==> src/rtl/debounce_pkg.sv <==
package debounce_pkg;
  typedef enum logic {
    RATE_FAST = 1'b0,
    RATE_SLOW = 1'b1
  } rate_e;

  localparam int unsigned DEF_HOLD   = 4;
  localparam int unsigned DEF_STAGES = 2;
endpackage

==> src/rtl/debounce_sync.sv <==
module debounce_sync #(
  parameter int unsigned STAGES    = 2,
  parameter logic        RESET_VAL = 1'b1
) (
  input  logic clk_i,
  input  logic rst_ni,
  input  logic d_i,
  output logic q_o
);
  logic [STAGES-1:0] shift_q;

  always_ff @(posedge clk_i or negedge rst_ni) begin
    if (!rst_ni) shift_q <= {STAGES{RESET_VAL}};
    else         shift_q <= {shift_q[STAGES-2:0], d_i};
  end

  assign q_o = shift_q[STAGES-1];
endmodule

==> src/rtl/debounce_prescaler.sv <==
module debounce_prescaler #(
  parameter int unsigned DIV_N = 4
) (
  input  logic clk_i,
  input  logic rst_ni,
  input  logic tick_i,
  output logic slow_tick_o
);
  localparam int unsigned CW = (DIV_N > 2) ? $clog2(DIV_N) : 1;
  localparam logic [CW-1:0] LAST = CW'(DIV_N - 1);

  logic [CW-1:0] cnt_q;
  logic          wrap;

  assign wrap = (cnt_q == LAST);

  always_ff @(posedge clk_i or negedge rst_ni) begin
    if (!rst_ni) cnt_q <= '0;
    else if (tick_i) cnt_q <= wrap ? '0 : cnt_q + 1'b1;
  end

  assign slow_tick_o = tick_i & wrap;
endmodule

==> src/rtl/debounce_filter.sv <==
module debounce_filter #(
  parameter int unsigned HOLD = 4
) (
  input  logic clk_i,
  input  logic rst_ni,
  input  logic sample_en_i,
  input  logic sample_i,
  output logic level_o
);
  localparam int unsigned CW = (HOLD > 2) ? $clog2(HOLD) : 1;
  localparam logic [CW-1:0] LAST = CW'(HOLD - 1);

  logic [CW-1:0] run_q;
  logic          level_q;

  always_ff @(posedge clk_i or negedge rst_ni) begin
    if (!rst_ni) begin
      level_q <= 1'b1;
      run_q   <= '0;
    end else if (sample_en_i) begin
      if (sample_i == level_q) begin
        run_q <= '0;
      end else if (run_q == LAST) begin
        level_q <= sample_i;
        run_q   <= '0;
      end else begin
        run_q <= run_q + 1'b1;
      end
    end
  end

  assign level_o = level_q;
endmodule

==> src/rtl/contact_debouncer.sv <==
module contact_debouncer
  import debounce_pkg::*;
#(
  parameter int unsigned DIV_N  = 4,
  parameter int unsigned HOLD   = DEF_HOLD,
  parameter int unsigned STAGES = DEF_STAGES
) (
  input  logic clk_i,
  input  logic rst_ni,
  input  logic tick_i,
  input  logic raw_ni,
  input  logic latch_i,
  input  logic swap_i,
  output logic clean_no,
  output logic slow_tick_o
);
  logic  raw_sync;
  logic  slow_tick;
  logic  level;
  logic  frozen;
  logic  sel_tick;
  logic  sample_en;
  rate_e rate_sel;

  debounce_sync #(.STAGES(STAGES), .RESET_VAL(1'b1)) u_sync (
    .clk_i (clk_i),
    .rst_ni(rst_ni),
    .d_i   (raw_ni),
    .q_o   (raw_sync)
  );

  debounce_prescaler #(.DIV_N(DIV_N)) u_presc (
    .clk_i      (clk_i),
    .rst_ni     (rst_ni),
    .tick_i     (tick_i),
    .slow_tick_o(slow_tick)
  );

  // Output high: next move is the attack; output low: the release.
  always_comb begin
    if (level) rate_sel = swap_i ? RATE_SLOW : RATE_FAST;
    else       rate_sel = swap_i ? RATE_FAST : RATE_SLOW;
  end

  assign sel_tick  = (rate_sel == RATE_SLOW) ? slow_tick : tick_i;
  assign frozen    = latch_i & ~level;
  assign sample_en = sel_tick & ~frozen;

  debounce_filter #(.HOLD(HOLD)) u_filt (
    .clk_i      (clk_i),
    .rst_ni     (rst_ni),
    .sample_en_i(sample_en),
    .sample_i   (raw_sync),
    .level_o    (level)
  );

  assign clean_no    = level;
  assign slow_tick_o = slow_tick;
endmodule

==> config.mk <==
export PLATFORM = sky130hd
export DESIGN_NAME = contact_debouncer
export DESIGN_NICKNAME = d
export VERILOG_FILES = /design/src/rtl/debounce_pkg.sv /design/src/rtl/debounce_sync.sv /design/src/rtl/debounce_prescaler.sv /design/src/rtl/debounce_filter.sv /design/src/rtl/contact_debouncer.sv
export SDC_FILE = /design/constraint.sdc
export NUM_CORES = 1
export LEC_CHECK = 0
export ABC_CLOCK_PERIOD_IN_PS = 3500
export BUFFER_PORTS_ARGS = -buffer_cell sky130_fd_sc_hd__buf_4
export CAP_MARGIN = 20
export CORE_AREA = 2 2 39 41
export CTS_BUF_LIST = sky130_fd_sc_hd__clkbuf_16
export CTS_CLUSTER_SIZE = 24
export DETAILED_ROUTE_END_ITERATION = 8
export DIE_AREA = 0 0 41 43
export PLACE_DENSITY_LB_ADDON = 0.12
export SYNTH_ARGS = -nofsm -noshare
export SYNTH_HDL_FRONTEND = slang
export SYNTH_SLANG_ARGS = --single-unit
==> constraint.sdc <==
create_clock -name clk_i -period 3.5 [get_ports clk_i]
set_clock_uncertainty 0.1 [all_clocks]
set_input_delay 1.05 -clock clk_i [delete_from_list [all_inputs] [get_ports clk_i]]
set_output_delay 1.05 -clock clk_i [all_outputs]
set_load 0.03 [all_outputs]
==> summary.md, run 1 <==
| Metric | Value |
|---|---|
| CP top delay family | `buffers and inverters` |
| Netlist Area Pre-Place | `344 µm²` |
| Post-synth EDFFs | `0` |
| Number of max-cap violations | `0` |
| Crit path cell chain | `buf_4, and2_1, buf_4` |
| Gr ovfl total | `0` |
| Met3 routed WL | `35 µm` |
| Most frequent cell after synthesis | `dfrtp_1` |
| Die X | `41 µm` |
| Buf/Inv on CP | `2` |
| RSZ-0062 raised after global routing | `false` |
| Clock Pin Slew Worst Setup and Hold Paths | `0.04 ns` |
| Fillcell total | `148` |
| Post-Route WL | `591 µm` |
| Status | `complete, no violations` |
| Sink Count | `7` |
| Vias | `262` |
| Gate power share | `23.8%` |
| Rel. slew slack | `88.5%` |
| Register area share after synthesis | `52.0%` |
| Crit path top cell by count | `buf_4` |
| Worst path slowest cell | `buf_4` |
| Root Driver | `clkbuf_16` |
| Core ar. | `1380 µm²` |
| Met2 wire length | `343 µm` |
| # resized after CTS | `0` |
| Final period utilization | `75.0%` |
| Die area | `1760 µm²` |
| Post-synth top cells | `dfrtp_1, dfstp_2` |
| # setup viols final | `0` |
| First-iteration detailed-routing DRC count | `0` |
| Hold Path Class | `reg -> reg` |
| Placed cell areas | `417 µm²` |
| Cell accounting for the most synthesized area | `dfrtp_1` |
| Syn avg cell area | `11.9 µm²` |
| Least-Margin Pin Slew | `0.171 ns` |
| GRT Total Usage | `9.99%` |
| Cell Pwr Density | `827 nW/µm²` |
| Wl on met1 | `212 µm` |
| Worst-path maximum fanout | `6` |
| Worst VDD drop | `351 µV` |
| Syn_nets | `37` |
| CP endpoint kind | `output pin` |
| WS Path Type | `in -> out` |
| Remaining DRCs | `0` |
| Routed WL per cell | `10.6 µm` |
| Vias per inst | `4.68` |
| Cell Rows | `14` |
| Area delta synth->final | `44.0%` |
| First-pass GRT wire length | `1120 µm` |
| Final Hold Vio Count | `0` |
| WP data arrival | `1.47 ns` |
| Max incr delay on CP | `0.16 ns` |
| Synthesized instance count | `29` |
| Post-route ant nets | `0` |
| Die height | `43 µm` |
| Area of the multi-input gates | `158 µm²` |
| Top_reg_cell synth | `dfrtp_1` |
| RD Place Congestion | `0.602` |
| Clock network power share | `46.0%` |
| WP data required | `2.35 ns` |
| Period minus WS final | `2.62 ns` |
| Ports | `8` |
| Total Negative Setup Slacks | `0 ns` |
| CTS Hold Bufs | `0` |
| IO buf count | `7` |
| Max-slew violation count | `0` |
| CTS tree | `built` |
| Top area cells in the synthesized netlist | `dfrtp_1, dfstp_2, ha_1, mux2_1, mux2_2` |
| Worst Setup Start Kind | `input pin` |
| Sequential standard cell area | `179 µm²` |
| Reg power frac | `30.2%` |
| Layout cells sized above 1 | `37.5%` |
| Diodes inserted | `0` |
| Final nets | `49` |
| Clk_lat worst skew | `0.23 ns` |
| Post-synth top area share | `29.1%` |
| Top sig layer | `met3` |
| Largest net degree at the start of global routing | `8` |
| Switching part of the total | `25.0%` |
| Fmax | `381 MHz` |
| Fraction of registers with async set/reset | `100%` |
| FF+latch count, synth | `7` |
| H-tree depth | `1` |
| Post-route cell area | `495 µm²` |
| DRT Pass-1 Iters | `1` |
| Longest Clk Path Bufs | `2` |
| Starting Density | `24.9%` |
| Synth warn | `0` |
| Postcts setup bufs | `0` |
| Psw | `102 µW` |
| Unique masters post-synth | `18` |
| Int Power | `307 µW` |
| TritonCTS Buffers | `3` |
| Pleak | `0.241 nW` |
| Vias in the first global route | `280` |
| Initial antenna violation count | `0` |
==> metrics by stage <==
| stage | setup slack [ns] | utilization (%) | cells | total power [mW] | hold slack, ns |
|---|---|---|---|---|---|
| 2_1_floorplan | 1.02 | - | 29 | 0.193 | 0.245 |
| 3_3_place_gp | 0.884 | 30.1 | 52 | 0.215 | 0.248 |
| 3_5_place_dp | 0.875 | 30.1 | 52 | 0.225 | 0.247 |
| 4_1_cts | 0.875 | 35.8 | 56 | 0.419 | 0.253 |
| 5_1_grt | 0.866 | 35.8 | 56 | 0.437 | 0.260 |
| 6_report | 0.876 | 35.8 | 56 | 0.410 | 0.253 |
==> kinds of logic after synthesis <==
group	after synthesis	share of synthesized area, %
multiplexers	4	13.1
adder cells (fa/ha/maj)	2	7.27
XOR/XNOR	1	2.55
flip-flops	7	52.0
AO/OA/AOI/OAI	4	8.00
AND/OR/NAND/NOR	9	14.9
buffers and inverters	2	2.18
==> power by group through the flow <==
stage               Combinational [mW]  Sequential (mW)  Clock (mW)
global route                     0.112            0.127       0.199
CTS                              0.101            0.124       0.194
detailed placement               0.100            0.125           0
global placement                0.0933            0.122           0
finish                          0.0977            0.124       0.189
floorplan                       0.0694            0.123           0
==> final timing paths <==
path	depth (start not counted)	to	slack [ns]	start
max	3	slow_tick_o	0.88	tick_i
max reg2reg	4	u_filt.run_q[0]	1.87	u_presc.cnt_q[0]
min in group asynchronous	1	u_filt.run_q[0]	0.52	rst_ni
max in group asynchronous	1	u_filt.level_o	2.57	rst_ni
min	0	u_sync.shift_q[1]	0.25	u_sync.shift_q[0]
min reg2reg	0	u_sync.shift_q[1]	0.25	u_sync.shift_q[0]
==> area by class of cell <==
type	count	area share, %
sequential	7	36.1
multi-input combinational	20	31.8
clock buffer	3	15.2
timing repair buffer	7	10.6
tap	16	4.04
inverter	2	1.52
clock inverter	1	0.758
==> per-layer routing <==
layer / vias up / global-route usage, %
met5: - / 0
met4: 0 / 8.00
met3: 0 / 3.66
met2: 5 / 15.9
met1: 131 / 9.46
li1: 126 / -
==> registers in the layout, summed over array words and instances (netlist names) <==
name and count:
u_sync.shift_q 2, u_filt.level_o 1, u_filt.run_q 2, u_presc.cnt_q 2
==> cell usage in the layout, fill, tap and decap left out, drive strengths merged, types with 2 or more instances in the layout <==
cell	instances
clkbuf	3
mux2	4
buf	7
o21ai	2
dfrtp	4
dfstp	3
ha	2
inv	3
nand2	2
(Power assumes the default switching activity.)
==> inputs of run 2 (changes only) <==
--- a/config.mk
+++ b/config.mk
@@ -5,7 +5,8 @@
 export SDC_FILE = /design/constraint.sdc
 export NUM_CORES = 1
 export LEC_CHECK = 0
-export ABC_CLOCK_PERIOD_IN_PS = 3500
+export ABC_AREA = 1
+export ABC_CLOCK_PERIOD_IN_PS = 2200
 export BUFFER_PORTS_ARGS = -buffer_cell sky130_fd_sc_hd__buf_4
 export CAP_MARGIN = 20
 export CORE_AREA = 2 2 39 41
==> constraint.sdc (replaced) <==
create_clock -name clk_i -period 2.2 [get_ports clk_i]
set_clock_uncertainty 0.1 [all_clocks]
set_input_delay 0.66 -clock clk_i [delete_from_list [all_inputs] [get_ports clk_i]]
set_output_delay 0.66 -clock clk_i [all_outputs]
set_load 0.03 [all_outputs]
==> run 2 against run 1 <==
  * Power rose by 74%
  * Global-route usage is 1.0 points higher
  * Design area up 1.5%
  * Worst hold slack got worse by 0.12 ns
==> summary.md, run 2 <==
| Metric | Value |
|---|---|
| Status | `complete, no violations` |
| Post-placement setup slack | `0.388 ns` |
| R2R depth | `5` |
| # resized after CTS | `0` |
| Fmax | `520 MHz` |
| Die height | `43 µm` |
| Most common cell after layout, fill and taps aside | `nand2_1` |
| Slack of the critical path | `0.277 ns` |
| CP endpoint kind | `output pin` |
| Post-Route WL | `624 µm` |
| Setup crit start | `u_presc.cnt_q[0]` |
| Sink Count | `7` |
| Fraction of registers with async set/reset | `100%` |
| Reg2reg setup slack | `1.00 ns` |
| WS Path Type | `reg -> out` |
| Sequential standard cell area | `179 µm²` |
| Vias per inst | `4.35` |
| Diodes inserted | `0` |
| Most frequent cell after synthesis | `nand2_1` |
| Reg2reg end | `u_filt.run_q[1]` |
| RD Place Congestion | `0.604` |
| Initial antenna violation count | `0` |
| Area of the multi-input gates | `146 µm²` |
| Worst-path maximum fanout | `3` |
| Total Negative Setup Slacks | `0 ns` |
| Clk_lat worst skew | `0.23 ns` |
| Top_reg_cell synth | `dfrtp_1` |
| # setup viols final | `0` |
| Rel. slew slack | `89.2%` |
| Die area | `1760 µm²` |
| Vias in the first global route | `306` |
| Layout cells sized above 1 | `36.0%` |
| Max incr delay on CP | `0.39 ns` |
| Max-slew violation count | `0` |
| First-iteration detailed-routing DRC count | `1` |
| Most frequent cells in the layout | `nand2_1, buf_4, inv_1` |
| Synthesized instance count | `39` |
| Post-route ant nets | `0` |
| Synth warn | `0` |
| Area delta synth->final | `43.1%` |
| Pleak | `0.263 nW` |
| Syn_nets | `47` |
| WP data arrival | `1.16 ns` |
| Worst r2r src | `u_filt.level_o` |
| RSZ-0062 raised after global routing | `false` |
| FF+latch count, synth | `7` |
| Syn avg cell area | `9.02 µm²` |
| Gr ovfl total | `0` |
| Worst Setup Start Kind | `flip-flop` |
| Unique masters post-synth | `16` |
| Worst path slowest cell | `dfrtp_1` |
| Cell Pwr Density | `1420 nW/µm²` |
| Final nets | `59` |
| Cell Rows | `14` |
| Crit path capture | `slow_tick_o` |
| Largest regs | `u_filt.run_q (2), u_presc.cnt_q (2), u_sync.shift_q (2)` |
| CTS tree | `built` |
| Final core occ | `36.3%` |
| Die X | `41 µm` |
| Netlist Area Pre-Place | `352 µm²` |
| Number of max-cap violations | `0` |
| Period minus WS final | `1.92 ns` |
| CTS Hold Bufs | `0` |
| WP data required | `1.44 ns` |
| Worst VDD drop | `583 µV` |
| Post-synth EDFFs | `0` |
| First-pass GRT wire length | `1190 µm` |
| Top area cells in the synthesized netlist | `dfrtp_1, dfstp_2, nand2_1, ha_1, inv_1` |
| Clock Pin Slew Worst Setup and Hold Paths | `0.04 ns` |
| Core ar. | `1380 µm²` |
| Hold Path Class | `in -> async` |
| Remaining DRCs | `0` |
| Least-Margin Pin Slew | `0.161 ns` |
| Detail Placement HPWL | `468 µm` |
| DRT Pass-1 Iters | `2` |
| Fillcell total | `144` |
| Postcts setup bufs | `0` |
| TritonCTS Buffers | `3` |
| Post-synth top area share | `28.5%` |
| Largest net degree at the start of global routing | `8` |
| Final period utilization | `87.4%` |
| Crit path cell chain | `ha_1, nand2_1, inv_1, buf_4` |
| Post-synth top cells | `nand2_1, inv_1, dfrtp_1, dfstp_2` |
| GRT Total Usage | `11.0%` |
| Routed WL per cell | `9.45 µm` |
| Post-layout power | `712 µW` |
| Final Hold Vio Count | `0` |
| IO buf count | `7` |
| Longest Clk Path Bufs | `2` |
| Cell accounting for the most synthesized area | `dfrtp_1` |
| Root Driver | `clkbuf_16` |
| Starting Density | `25.4%` |
| Vias | `287` |
| H-tree depth | `1` |
| Ports | `8` |
| Register area share after synthesis | `50.9%` |
-- run 2: area by class of cell --
| type | instances | share of cell area [%] |
|---|---|---|
| sequential | 7 | 35.6 |
| multi-input combinational | 25 | 29.1 |
| clock buffer | 3 | 14.9 |
| timing repair buffer | 7 | 10.4 |
| inverter | 7 | 5.22 |
| tap | 16 | 3.98 |
| clock inverter | 1 | 0.746 |
-- run 2: cells by family (layout without fill, tap and decap cells) --
group / after synthesis / after routing / synth area share (%)
simple gates: 17 / 17 / 21.7
flops: 7 / 7 / 50.9
buf+inv: 7 / 18 / 7.47
compound gates: 5 / 5 / 10.3
fa+ha+maj: 2 / 2 / 7.12
xor+xnor: 1 / 1 / 2.49
-- run 2: through the flow --
stage / hold WS, ns / instances / area [µm²]
3_3_place_gp: 0.247 / 62 / 424
4_1_cts: 0.135 / 66 / 503
3_5_place_dp: 0.247 / 62 / 424
5_1_grt: 0.135 / 66 / 503
2_1_floorplan: 0.245 / 39 / 352
6_report: 0.135 / 66 / 503
-- run 2: worst min-delay path by stage --
| stage | cells after the start | endpoint | startpoint |
|---|---|---|---|
| global route | 1 | u_presc.cnt_q[1] | rst_ni |
| global placement | 0 | u_sync.shift_q[1] | u_sync.shift_q[0] |
| CTS | 1 | u_presc.cnt_q[0] | rst_ni |
| floorplan | 0 | u_sync.shift_q[1] | u_sync.shift_q[0] |
| finish | 1 | u_presc.cnt_q[0] | rst_ni |
| detailed placement | 0 | u_sync.shift_q[1] | u_sync.shift_q[0] |
-- run 2: power breakdown --
part	internal, mW	switching [mW]
registers	0.179	0.0327
logic	0.0814	0.119
clock network	0.236	0.0640
-- run 2: worst max-delay path: cells and delay by family (launching register included) --
kind / cells / cell delay, ns
adders and majority gates: 1 / 0.23
buffers and inverters: 2 / 0.21
DFF: 1 / 0.39
and+or+nand+nor: 1 / 0.11
-- run 2: routing by layer --
layer  part of all wire [%]  track usage, %  vias up
met1                     38            9.76      137
met5                      0               0        -
met4                    2.4            12.0        0
li1                       -               -      144
met3                    3.5            3.66        2
met2                     56            16.9        4
==> inputs of run 3 (changes only) <==
--- a/config.mk
+++ b/config.mk
@@ -6,7 +6,7 @@
 export NUM_CORES = 1
 export LEC_CHECK = 0
 export ABC_AREA = 1
-export ABC_CLOCK_PERIOD_IN_PS = 2200
+export ABC_CLOCK_PERIOD_IN_PS = 1650
 export BUFFER_PORTS_ARGS = -buffer_cell sky130_fd_sc_hd__buf_4
 export CAP_MARGIN = 20
 export CORE_AREA = 2 2 39 41
==> constraint.sdc (replaced) <==
create_clock -name clk_i -period 1.65 [get_ports clk_i]
set_clock_uncertainty 0.1 [all_clocks]
set_input_delay 0.495 -clock clk_i [delete_from_list [all_inputs] [get_ports clk_i]]
set_output_delay 0.495 -clock clk_i [all_outputs]
set_load 0.03 [all_outputs]
==> run 3 against run 2 <==
  * Clock-buffer cell count unchanged
  * Clock power up 36%
  * Global-route usage up 1.1 points
  * Critical path type unchanged
  * Cell count up 7.6%
  * Largest cell class unchanged
  * Non-clock buffer count up 5
==> summary.md, run 3 (synthesis gave the netlist of run 2 again) <==
| Metric | Value |
|---|---|
| H-tree depth | `1` |
| Switching part of the total | `30.9%` |
| Reg2reg setup slack | `0.37 ns` |
| Post-route ant nets | `0` |
| Diodes inserted | `0` |
| Psw | `333 µW` |
| Hold path start | `u_sync.shift_q[0]` |
| Gate power share | `35.2%` |
| Worst-path maximum fanout | `2` |
| TritonCTS Buffers | `3` |
| Longest Clk Path Bufs | `2` |
| Worst VDD drop | `833 µV` |
| Clock Pin Slew Worst Setup and Hold Paths | `0.04 ns` |
| Most frequent cells in the layout | `nand2_1, buf_4, inv_1` |
| WHS Endpoint | `u_sync.shift_q[1]` |
| # setup viols final | `0` |
| RSZ-0062 raised after global routing | `true` |
| Worst path slowest cell | `dfrtp_1` |
| Number of max-cap violations | `0` |
| First-iteration detailed-routing DRC count | `1` |
| DRT Pass-1 Iters | `2` |
| Routed WL per cell | `10.4 µm` |
| Worst r2r src | `u_presc.cnt_q[0]` |
| Reg2reg end | `u_filt.run_q[1]` |
| Final nets | `64` |
| Post-Route WL | `739 µm` |
| Ports | `8` |
| Slack of the critical path | `0.0109 ns` |
| Int Power | `745 µW` |
| Vias per inst | `4.21` |
| Worst Setup Start Kind | `flip-flop` |
| GRT Total Usage | `12.1%` |
| Clk_lat worst skew | `0.23 ns` |
| Status | `complete, no violations` |
| Post-placement setup slack | `0.168 ns` |
| Cell Pwr Density | `1900 nW/µm²` |
| WP data arrival | `1.04 ns` |
| Remaining DRCs | `0` |
| WP data required | `1.05 ns` |
| Crit path cell chain | `ha_4, nand2_4, inv_2, buf_6` |
| Starting Density | `25.4%` |
| Post-layout power | `1.08 mW` |
| Max incr delay on CP | `0.40 ns` |
| Final period utilization | `99.3%` |
| Least-Margin Pin Slew | `0.157 ns` |
| CTS tree | `built` |
| RD Place Congestion | `0.604` |
| Hold path cells | `0` |
| Layout cells sized above 1 | `45.5%` |
| Core ar. | `1380 µm²` |
| Total Negative Setup Slacks | `0 ns` |
| R2R depth | `7` |
| Initial antenna violation count | `0` |
| Die height | `43 µm` |
| Largest net degree at the start of global routing | `8` |
| Vias in the first global route | `316` |
| Rel. slew slack | `89.4%` |
| Die area | `1760 µm²` |
| WS Path Type | `reg -> out` |
| Pleak | `0.293 nW` |
| CP endpoint kind | `output pin` |
| Max-slew violation count | `0` |
| Vias | `299` |
| Hold Path Class | `reg -> reg` |
| Fillcell total | `136` |
| Area delta synth->final | `61.2%` |
| Gr ovfl total | `0` |
| Period minus WS final | `1.64 ns` |
| Root Driver | `clkbuf_16` |
| Largest regs | `u_filt.run_q (2), u_presc.cnt_q (2), u_sync.shift_q (2)` |
| Final Hold Vio Count | `0` |
| Fmax | `610 MHz` |
| Reg power frac | `26.8%` |
| CP top delay family | `flip-flops` |
| CP Depth | `4` |
| Clock network power share | `38.0%` |
| Detail Placement HPWL | `468 µm` |
| IO buf count | `7` |
| Most common cell after layout, fill and taps aside | `nand2_1` |
| Buf/Inv on CP | `2` |
| Sink Count | `7` |
| First-pass GRT wire length | `1310 µm` |
| Cell Rows | `14` |
| Die X | `41 µm` |
==> run 3: cell types whose count changed in the layout (fill, tap and decap cells not counted), sizes merged <==
cell	previous run	this run
dlygate4sd3	0	1
buf	7	11
==> run 3: timing repair <==
item / in CTS / in global routing
pin swaps: 2 / 1
setup buffers: 3 / 1
hold buffers: 1 / 0
endpoints found under the hold margin: 4 / 0
endpoints found under the setup margin: 1 / 1
resized for setup: 3 / 3
==> run 3: through the flow <==
stage	hold WS, ns	cells	cell area (µm²)	utilization (%)
2_1_floorplan	0.0994	39	352	-
3_3_place_gp	0.209	62	424	30.7
3_5_place_dp	0.212	62	424	30.7
4_1_cts	0.252	70	544	39.3
5_1_grt	0.260	71	567	41.0
6_report	0.252	71	567	41.0
==> run 3: cell type report <==
| class | count | area [µm²] | area share (%) |
|---|---|---|---|
| Clock buffer | 3 | 75.1 | 13.2 |
| Clock inverter | 1 | 3.75 | 0.662 |
| Tap cell | 16 | 20.0 | 3.53 |
| Sequential cell | 7 | 179 | 31.6 |
| Multi-Input combinational cell | 25 | 166 | 29.4 |
| Timing Repair Buffer | 12 | 96.3 | 17.0 |
| Inverter | 7 | 26.3 | 4.64 |
==> run 3: power by group through the flow <==
stage                     clock network [mW]  logic [mW]  registers, mW
final                                  0.409       0.380          0.289
after global routing                   0.423       0.428          0.299
after CTS                              0.410       0.338          0.278
after detailed placement                   0       0.266          0.284
after global placement                     0       0.253          0.279
after floorplan                            0       0.177          0.294
==> run 3: worst max path at each step <==
stage | from | end
after detailed placement | tick_i | slow_tick_o
after CTS | u_presc.cnt_q[1] | slow_tick_o
after global routing | u_presc.cnt_q[0] | slow_tick_o
final | u_presc.cnt_q[0] | slow_tick_o
after floorplan | u_presc.cnt_q[0] | slow_tick_o
after global placement | tick_i | slow_tick_o
==> run 3: routing by layer <==
layer / routed length (µm) / GRT usage, % / vias up
li1: - / - / 154
met1: 268 / 11.4 / 135
met2: 414 / 19.1 / 6
met3: 24 / 3.14 / 4
met4: 31 / 12.0 / 0
met5: 0 / 0 / -
